## config.mk

```make
export PLATFORM = sky130hd
export DESIGN_NAME = redundant_cmp_monitor
export DESIGN_NICKNAME = d
export VERILOG_FILES = /design/src/rtl/rcm_pkg.sv /design/src/rtl/rcm_slot.sv /design/src/rtl/rcm_out_stage.sv /design/src/rtl/rcm_tally.sv /design/src/rtl/redundant_cmp_monitor.sv
export SDC_FILE = /design/constraint.sdc
export NUM_CORES = 1
export LEC_CHECK = 0
export BUFFER_PORTS_ARGS = -buffer_cell sky130_fd_sc_hd__buf_2
export CAP_MARGIN = 20
export CORE_MARGIN = 3
export CORE_UTILIZATION = 47
export DETAILED_ROUTE_END_ITERATION = 8
export PLACE_DENSITY_LB_ADDON = 0.08
export SYNTH_ARGS = -nofsm -noshare
export SYNTH_HDL_FRONTEND = slang
export SYNTH_SLANG_ARGS = --single-unit
```

## constraint.sdc

```tcl
create_clock -name clk -period 1.7 [get_ports clk]
set_input_delay 0.255 -clock clk [delete_from_list [all_inputs] [get_ports clk]]
set_output_delay 0.255 -clock clk [all_outputs]
set_load 0.02 [all_outputs]
```

## src/rtl/rcm_pkg.sv

```systemverilog
package rcm_pkg;

  // One settled outcome: a pair or a lone strobe.
  typedef struct packed {
    logic vld;
    logic dec;
    logic err;
  } rcm_evt_t;

endpackage

```

## src/rtl/rcm_slot.sv

```systemverilog
module rcm_slot #(
  parameter int TOL = 1
) (
  input  logic clk,
  input  logic rst_n,
  input  logic own_vld,
  input  logic own_dec,
  input  logic peer_vld,
  input  logic peer_pend,
  output logic pend,
  output logic dec,
  output logic match,
  output logic expire
);

  localparam int AW = (TOL < 1) ? 1 : $clog2(TOL + 1);
  localparam logic [AW-1:0] TOL_C = AW'(TOL);
  localparam logic [AW-1:0] ONE_C = AW'(1);

  logic [AW-1:0] age_q, age_d;
  logic          pend_q, pend_d;
  logic          dec_q;
  logic          load;
  logic          age_en;

  // Next-state logic
  always_comb begin
    match  = pend_q & peer_vld;
    expire = pend_q & ~peer_vld & (own_vld | (age_q >= TOL_C));
    if (pend_q) begin
      load   = (match | expire) & own_vld;
      pend_d = (match | expire) ? own_vld : 1'b1;
    end else begin
      load   = own_vld & ~peer_vld & ~peer_pend;
      pend_d = load;
    end
    if (load)
      age_d = ONE_C;
    else if (pend_d && (age_q < TOL_C))
      age_d = age_q + ONE_C;
    else if (!pend_d)
      age_d = '0;
    else
      age_d = age_q;
    age_en = load | (pend_q != pend_d) | (pend_d & (age_q < TOL_C));
  end

  // Registers
  always_ff @(posedge clk or negedge rst_n) begin
    if (!rst_n) begin
      pend_q <= 1'b0;
      dec_q  <= 1'b0;
      age_q  <= '0;
    end else begin
      pend_q <= pend_d;
      if (load)   dec_q <= own_dec;
      if (age_en) age_q <= age_d;
    end
  end

  assign pend = pend_q;
  assign dec  = dec_q;

  initial begin
    if (TOL < 1) $error("rcm_slot: TOL must be at least 1");
  end

  AST_AGE_BOUND: assert property (@(posedge clk) disable iff (!rst_n)
    pend_q |-> (age_q != '0 && age_q <= TOL_C));

  AST_LONE_EXPIRES: assert property (@(posedge clk) disable iff (!rst_n)
    (pend_q && !peer_vld && age_q == TOL_C) |-> expire);

endmodule

```

## src/rtl/rcm_out_stage.sv

```systemverilog
module rcm_out_stage
  import rcm_pkg::*;
(
  input  logic     clk,
  input  logic     rst_n,
  input  rcm_evt_t evt,
  output logic     out_vld,
  output logic     out_dec,
  output logic     out_err
);

  logic vld_q, dec_q, err_q;
  logic dec_en;

  always_comb begin
    dec_en = evt.vld;
  end

  always_ff @(posedge clk or negedge rst_n) begin
    if (!rst_n) begin
      vld_q <= 1'b0;
      dec_q <= 1'b0;
      err_q <= 1'b0;
    end else begin
      vld_q <= evt.vld;
      err_q <= evt.vld & evt.err;
      if (dec_en) dec_q <= evt.dec;
    end
  end

  assign out_vld = vld_q;
  assign out_dec = dec_q;
  assign out_err = err_q;

  AST_ERR_WITH_VLD: assert property (@(posedge clk) disable iff (!rst_n)
    out_err |-> out_vld);

  AST_VLD_FOLLOWS_EVT: assert property (@(posedge clk) disable iff (!rst_n)
    evt.vld |=> (out_vld && out_dec == $past(evt.dec)));

endmodule

```

## src/rtl/rcm_tally.sv

```systemverilog
module rcm_tally #(
  parameter int CNT_W = 8
) (
  input  logic             clk,
  input  logic             rst_n,
  input  logic             clr,
  input  logic             hit,
  output logic             alarm,
  output logic [CNT_W-1:0] cnt
);

  localparam logic [CNT_W-1:0] MAX_C = {CNT_W{1'b1}};

  logic             alarm_q, alarm_d, alarm_en;
  logic [CNT_W-1:0] cnt_q, cnt_d;
  logic             cnt_en;

  always_comb begin
    alarm_en = clr | hit;
    alarm_d  = ~clr;
    cnt_en   = clr | (hit & (cnt_q != MAX_C));
    cnt_d    = clr ? '0 : cnt_q + 1'b1;
  end

  always_ff @(posedge clk or negedge rst_n) begin
    if (!rst_n) begin
      alarm_q <= 1'b0;
      cnt_q   <= '0;
    end else begin
      if (alarm_en) alarm_q <= alarm_d;
      if (cnt_en)   cnt_q   <= cnt_d;
    end
  end

  assign alarm = alarm_q;
  assign cnt   = cnt_q;

  AST_ALARM_STICKY: assert property (@(posedge clk) disable iff (!rst_n)
    (alarm_q && !clr) |=> alarm_q);

  AST_CLR_WINS: assert property (@(posedge clk) disable iff (!rst_n)
    clr |=> (cnt_q == '0 && !alarm_q));

  AST_NO_WRAP: assert property (@(posedge clk) disable iff (!rst_n)
    (!clr && cnt_q == MAX_C) |=> cnt_q == MAX_C);

endmodule

```

## src/rtl/redundant_cmp_monitor.sv

```systemverilog
module redundant_cmp_monitor
  import rcm_pkg::*;
#(
  parameter int TOL   = 1,
  parameter int CNT_W = 8
) (
  input  logic             clk,
  input  logic             rst_n,
  input  logic             clr_i,
  input  logic             pri_vld_i,
  input  logic             pri_dec_i,
  input  logic             ref_vld_i,
  input  logic             ref_dec_i,
  output logic             out_vld_o,
  output logic             out_dec_o,
  output logic             out_err_o,
  output logic             alarm_o,
  output logic [CNT_W-1:0] err_cnt_o
);

  logic     p_pend, p_dec, p_match, p_expire;
  logic     r_pend, r_dec, r_match, r_expire;
  logic     pair_ev, a_dec, b_dec, differ;
  rcm_evt_t evt;

  rcm_slot #(.TOL(TOL)) u_pri (
    .clk      (clk),
    .rst_n    (rst_n),
    .own_vld  (pri_vld_i),
    .own_dec  (pri_dec_i),
    .peer_vld (ref_vld_i),
    .peer_pend(r_pend),
    .pend     (p_pend),
    .dec      (p_dec),
    .match    (p_match),
    .expire   (p_expire)
  );

  rcm_slot #(.TOL(TOL)) u_ref (
    .clk      (clk),
    .rst_n    (rst_n),
    .own_vld  (ref_vld_i),
    .own_dec  (ref_dec_i),
    .peer_vld (pri_vld_i),
    .peer_pend(p_pend),
    .pend     (r_pend),
    .dec      (r_dec),
    .match    (r_match),
    .expire   (r_expire)
  );

  // Decision: pair the oldest strobes, or report a lone one.
  always_comb begin
    pair_ev = p_match | r_match | (~p_pend & ~r_pend & pri_vld_i & ref_vld_i);
    a_dec   = p_pend ? p_dec : pri_dec_i;
    b_dec   = r_pend ? r_dec : ref_dec_i;
    differ  = a_dec ^ b_dec;
    evt.vld = pair_ev | p_expire | r_expire;
    if (p_expire) begin
      evt.err = 1'b1;
      evt.dec = 1'b0;
    end else if (r_expire) begin
      evt.err = 1'b1;
      evt.dec = r_dec;
    end else begin
      evt.err = pair_ev & differ;
      evt.dec = differ ? b_dec : a_dec;
    end
  end

  rcm_out_stage u_out (
    .clk    (clk),
    .rst_n  (rst_n),
    .evt    (evt),
    .out_vld(out_vld_o),
    .out_dec(out_dec_o),
    .out_err(out_err_o)
  );

  rcm_tally #(.CNT_W(CNT_W)) u_tally (
    .clk  (clk),
    .rst_n(rst_n),
    .clr  (clr_i),
    .hit  (evt.vld & evt.err),
    .alarm(alarm_o),
    .cnt  (err_cnt_o)
  );

  AST_ONE_WAITING: assert property (@(posedge clk) disable iff (!rst_n)
    !(p_pend && r_pend));

  AST_ONE_OUTCOME: assert property (@(posedge clk) disable iff (!rst_n)
    $countones({pair_ev, p_expire, r_expire}) <= 1);

  AST_AGREE_FWD: assert property (@(posedge clk) disable iff (!rst_n)
    (pri_vld_i && ref_vld_i && !p_pend && !r_pend && pri_dec_i == ref_dec_i)
    |=> (out_vld_o && !out_err_o && out_dec_o == $past(pri_dec_i)));

  AST_DIFFER_REF: assert property (@(posedge clk) disable iff (!rst_n)
    (pri_vld_i && ref_vld_i && !p_pend && !r_pend && pri_dec_i != ref_dec_i)
    |=> (out_vld_o && out_err_o && out_dec_o == $past(ref_dec_i)));

  AST_ALARM_ON_ERR: assert property (@(posedge clk) disable iff (!rst_n)
    (evt.vld && evt.err && !clr_i) |=> (alarm_o && out_err_o));

endmodule

```

==> impl_metrics.toml, run 1 <==
[placed_design]
placed_cell_area_um2 = 1074
pre_cts_slack_ns = -0.06385
post-place-cells = 133
hpwl_um = 1328
numPortBuffers = 18
gp_congestion = 0.7785

[detailed_routing]
drtIter0Drc = 11
dr.pass1.iters = 4
post_drt_wl_per_cell_um = 13.06
wirelength_um = 1828
vias = 738
ant_nets = 0
drc = 0
viasPerCell = 5.271

[setup_path]
slowest_stage = "dfrtp_2"
critical_path.max_stage_delay_ns = 0.42
r2r_slack_ns = 0.03
crit_fanout = 5
end_kind = "register"
ff2ff_path_depth = 6
critical_path_class = "register to register"
cp_data_arrival_time_ns = 1.86
crit_path_start_kind = "register"
cp.required_ns = 1.88
worstReg2RegStart = "u_ref.pend$_DFF_PN0_"
cp-startpoint = "u_ref.pend$_DFF_PN0_"
crit_path_end = "u_tally.cnt[4]$_DFFE_PN0P_"
cp_cell_sequence = "or2b_1, a2bb2oi_2, a21oi_2, buf_4, nand4_1, mux2_1"
r2r-end = "u_tally.cnt[4]$_DFFE_PN0P_"

[clocking]
ctsRootBufferMaster = "clkbuf_4"
cts_tree = "done"
clock-sinks = 18
clk_latency_ns = 0.29
numCtsBuffers = 3
cts_max_level = 1
cts.path.max_buffers = 2
clk_pin_slew_worst_paths_ns = 0.10

[layout]
regArea_um2 = 452.9
layout-drive-gt1-share = 0.3739
fin_util = 0.6458
n_antenna_cell = 0
multi_input_area_um2 = 478.0
largest_register_ffs = 8
stdcell_area_um2 = 1164
nets = 125
num-fill-cells = 166
layout-area-overhead-vs-synth_pct = 25.17
fin_cells = 140

[die]
die_height_um = 50.48
ios = 19
die_width_um = 50.48
dieArea_um2 = 2548
core-area_um2 = 1802
rows = 15
start_util = 0.5160

[timing]
hold_violations = 0
clock.fmax_mhz = 597.2
maxSlewViolCount = 0
max_slew_margin = 0.7361
rsz0062_at_grt = "true"
worst_clock_skew_ns = 0.001324
fin_crit_sh = 0.9849
setup-violations-final = 0
fin_ws_ns = 0.02565
tightestPinTransition_ns = 0.3958
setup-tns-final_ns = 0
period_needed_ns = 1.674
holdWs_ns = 0.1967

[synthesis]
ys_seq_area_frac = 0.4845
synth-seq-cells = 18
synth.most_common_cell = "dfrtp_1"
synth_ff_type = "dfrtp_1"
synthDominantCellAreaShare = 0.4845
yosys-top-cells-area = "dfrtp_1, mux2_1, nor2_1"
yosys.area.top_type = "dfrtp_1"
synth_fp_nets = 95
synth_warnings = 0
synth_commonest_cells = "dfrtp_1, nor2_1, mux2_1"
syn-cell-area_um2 = 929.6
synth.avg_cell_area_um2 = 10.69
syn_inst = 87
async_reset_ff_frac = 1.000
synth_edf_count = 0
ys_types = 36

[pwr]
peakVddDrop_mv = 0.8011
finalPower_mw = 1.371
powerDensity_nw_per_um2 = 1178
p_leak_nw = 0.5651

[grt]
grt_max_degree = 19
antenna_found_initial = 0
grt-ovfl-total = 0
grt_pass1_vias = 717
grt_usage = 0.1682
grt_pass1_wl_um = 3270

[min_path]
hold_path_class = "primary input to register"

[flow_run]
drv_cap = 0

[run_status]
outcome = "complete, no violations"
## worst max-delay path, delay by kind of cell, from the launching register on
kind,cells,cell delay (ns)
and+or+nand+nor,2,0.37
DFF,1,0.42
AOI/OAI and AO/OA,2,0.31
buffers and inverters,1,0.14
muxes,1,0.32
## power breakdown
group / internal (mW) / total, mW / switching [mW]
Combinational: 0.277 / 0.553 / 0.276
Sequential: 0.529 / 0.607 / 0.0784
Clock: 0.0824 / 0.211 / 0.129
Total: 0.888 / 1.37 / 0.483
## how the worst min path moves through the flow
stage	startpoint	cells after the start	end	slack [ns]
final	pri_dec_i	2	u_pri.dec$_DFFE_PN0P_	0.20
after detailed placement	rst_n	1	u_out.out_dec$_DFFE_PN0P_	0.21
after global routing	pri_dec_i	2	u_pri.dec$_DFFE_PN0P_	0.21
after global placement	rst_n	1	u_pri.age_q$_DFFE_PN0P_	0.20
after CTS	pri_dec_i	2	u_pri.dec$_DFFE_PN0P_	0.19
after floorplan	rst_n	0	u_out.out_dec$_DFFE_PN0P_	-0.04
## metal layers
layer / part of all wire / track usage / wire (um) / vias to the layer above
met5: 0 / 0 / 0 / -
met4: 0.014 / 0.07623 / 25 / 0
met3: 0.042 / 0.03264 / 76 / 4
met2: 0.43 / 0.2413 / 781 / 14
met1: 0.52 / 0.2438 / 943 / 349
li1: - / - / - / 371
## timing repair
item	4_1_cts	5_1_grt
resized for setup	5	4
hold endpoints to repair	18	0
cloned	0	0
setup endpoints to repair	2	7
hold buffers	1	0
pin swaps	4	3
buffers inserted	2	1
## cell usage in the layout, fill, tap and decap left out, types with 2 or more instances in the layout
| master | synthesis | final |
|---|---|---|
| nand3_1 | 2 | 2 |
| buf_2 | 0 | 18 |
| clkbuf_4 | 0 | 3 |
| mux2_4 | 0 | 2 |
| and3_1 | 2 | 2 |
| a21o_1 | 2 | 2 |
| nand2b_1 | 3 | 3 |
| nor2b_1 | 4 | 4 |
| a21oi_1 | 4 | 3 |
| mux2_1 | 5 | 3 |
| mux2i_1 | 3 | 2 |
| dfrtp_1 | 18 | 16 |
| nand4_1 | 2 | 2 |
| a21oi_2 | 2 | 3 |
| o21ai_1 | 2 | 2 |
| o21ai_0 | 3 | 3 |
| buf_4 | 0 | 7 |
| nor2_1 | 10 | 10 |
| inv_1 | 4 | 4 |
| dfrtp_2 | 0 | 2 |
## kinds of logic (layout without fill, tap and decap cells)
group	count (synthesis)	after routing	synth area share
AOI/OAI and AO/OA	22	22	0.1803
xor gates and xnor gates	1	1	0.009423
adders and majority gates	1	1	0.01346
buffers and inverters	6	34	0.03229
DFF	18	18	0.4845
muxes	9	9	0.1050
and+or+nand+nor	30	30	0.1750
## area by class of cell
class,instances,share of cell area
multi-input cells,63,0.4108
repair buffers,27,0.1409
flip-flops and latches,18,0.3892
clock buffers,3,0.01935
inverters,4,0.01290
well taps,25,0.02688
No activity file was read; power rests on OpenSTA's default activity.
==> run 2: changes to the inputs <==
--- a/config.mk
+++ b/config.mk
@@ -7,7 +7,6 @@
 export LEC_CHECK = 0
 export BUFFER_PORTS_ARGS = -buffer_cell sky130_fd_sc_hd__buf_2
 export CAP_MARGIN = 20
-export CORE_MARGIN = 3
 export CORE_UTILIZATION = 47
 export DETAILED_ROUTE_END_ITERATION = 8
 export PLACE_DENSITY_LB_ADDON = 0.08
==> run 2 against run 1 <==
- non-clock buffer count rose by 1
- clock power rose by 31%
- worst setup slack got worse by 0.019 ns
- critical path type unchanged
- largest cell class unchanged
==> impl_metrics.toml, run 2 (same netlist as run 1, synthesis figures left out) <==
[clocking]
clk_latency_ns = 0.30
numCtsBuffers = 3
cts_tree = "done"
clock-sinks = 18
cts.path.max_buffers = 2
cts_max_level = 1
ctsRootBufferMaster = "clkbuf_4"
clk_pin_slew_worst_paths_ns = 0.12

[grt]
grt-ovfl-total = 0
grt_pass1_wl_um = 2987
grt_usage = 0.2047
grt_pass1_vias = 655
antenna_found_initial = 0
grt_max_degree = 19

[detailed_routing]
drtIter0Drc = 13
ant_nets = 0
wirelength_um = 1927
dr.pass1.iters = 4
post_drt_wl_per_cell_um = 13.57
viasPerCell = 5.352
drc = 0
vias = 760

[pwr]
powerDensity_nw_per_um2 = 1210
p_comb_frac = 0.374
p_int_mw = 0.9125
p_switching_mw = 0.4973
switching_share = 0.3528
seq_power_share = 0.430
power_frac_clock = 0.196
p_leak_nw = 0.5755
peakVddDrop_mv = 0.7654

[timing]
maxSlewViolCount = 0
worst_clock_skew_ns = 0.005195
clock.fmax_mhz = 590.5
tightestPinTransition_ns = 0.4011
fin_crit_sh = 0.9962
rsz0062_at_grt = "true"
setup-violations-final = 0
max_slew_margin = 0.7326
hold_violations = 0
period_needed_ns = 1.694
setup-tns-final_ns = 0

[die]
die_width_um = 46.48
ios = 19
dieArea_um2 = 2160
die_height_um = 46.48
start_util = 0.5214
core-area_um2 = 1783
rows = 15

[setup_path]
critical_path.max_stage_delay_ns = 0.42
crit_path_start_kind = "register"
slowest_stage = "dfrtp_1"
cp.required_ns = 1.90
end_kind = "register"
cp_cell_sequence = "or2b_1, a2bb2oi_1, a21oi_2, a21boi_4, mux2_4"
crit_fanout = 4
cp_data_arrival_time_ns = 1.89
critical_path_class = "register to register"

[layout]
layout-drive-gt1-share = 0.3419
num-fill-cells = 152
largest_register_ffs = 8
n_antenna_cell = 0
stdcell_area_um2 = 1165
final_cell_mix = "buf_2, dfrtp_1, nor2_1"
nets = 126
layout-area-overhead-vs-synth_pct = 25.30

[placed_design]
numPortBuffers = 18
gp_congestion = 0.7983
hpwl_um = 1294
placed_cell_area_um2 = 1096

[run_status]
outcome = "complete, no violations"

[flow_run]
drv_cap = 0

[min_path]
hold_path_class = "primary input to register"
[run 2: cell count changes in the layout (fill, tap and decap cells not counted), sizes merged]
cell | previous run | this run
clkbuf | 3 | 4
buf | 26 | 27
[run 2: power groups by stage]
stage	combinational (mW)	sequential, mW	clock (mW)
CTS	0.498	0.605	0.276
global placement	0.480	0.603	0
finish	0.527	0.606	0.277
global route	0.577	0.618	0.306
floorplan	0.266	0.670	0
detailed placement	0.489	0.607	0
[run 2: worst max-delay path: cells and delay by family, from the launching register on]
kind	cells	cell delay (ns)
compound gates	3	0.61
flops	1	0.42
mux	1	0.31
simple gates	1	0.26
[run 2: final cells by class]
cell class	count	area, um2	share of cell area
sequential	18	450.4	0.3867
tap	25	31.28	0.02685
timing repair buffer	28	167.7	0.1439
clock buffer	4	36.28	0.03115
multi-input combinational	63	464.2	0.3985
inverter	4	15.01	0.01289
[run 2: timing repair]
item                                   CTS  global route
endpoints found under the hold margin   18             0
pin swaps                                0             2
setup buffers                            0             1
hold buffers                             1             0
setup endpoints to repair                1             8
resized for setup                        1             2
[run 2: worst paths after layout]
path	start	to	slack, ns	depth (start not counted)
setup reg to reg	u_ref.pend$_DFF_PN0_	u_tally.cnt[0]$_DFFE_PN0P_	0.006	5
hold reg to reg	u_out.out_dec$_DFFE_PN0P_	u_out.out_dec$_DFFE_PN0P_	0.50	1
hold / removal	pri_dec_i	u_pri.dec$_DFFE_PN0P_	0.19	2
min in group asynchronous	rst_n	u_tally.alarm$_DFFE_PN0P_	0.39	2
max in group asynchronous	rst_n	u_tally.cnt[5]$_DFFE_PN0P_	1.02	2
setup / recovery	u_ref.pend$_DFF_PN0_	u_tally.cnt[0]$_DFFE_PN0P_	0.006	5
[run 2: per-stage QoR]
| stage | util | instances | hold slack (ns) | worst slack, ns | power, mW |
|---|---|---|---|---|---|
| after detailed placement | 0.6147 | 136 | 0.2063 | 0.005645 | 1.096 |
| final | 0.6533 | 142 | 0.1929 | 0.006390 | 1.410 |
| after global placement | 0.6147 | 136 | 0.1988 | 0.06169 | 1.083 |
| after floorplan | - | 87 | -0.04059 | 0.02087 | 0.9356 |
| after global routing | 0.6533 | 142 | 0.1965 | -0.07586 | 1.501 |
| after CTS | 0.6428 | 141 | 0.1889 | 0.001537 | 1.380 |
[run 2: routing by layer]
metal / global-route usage / vias up / share of wire
met5: 0 / - / 0
met3: 0.03529 / 2 / 0.026
met1: 0.2857 / 370 / 0.53
met4: 0.1059 / 0 / 0.0073
met2: 0.3000 / 14 / 0.44
li1: - / 374 / -
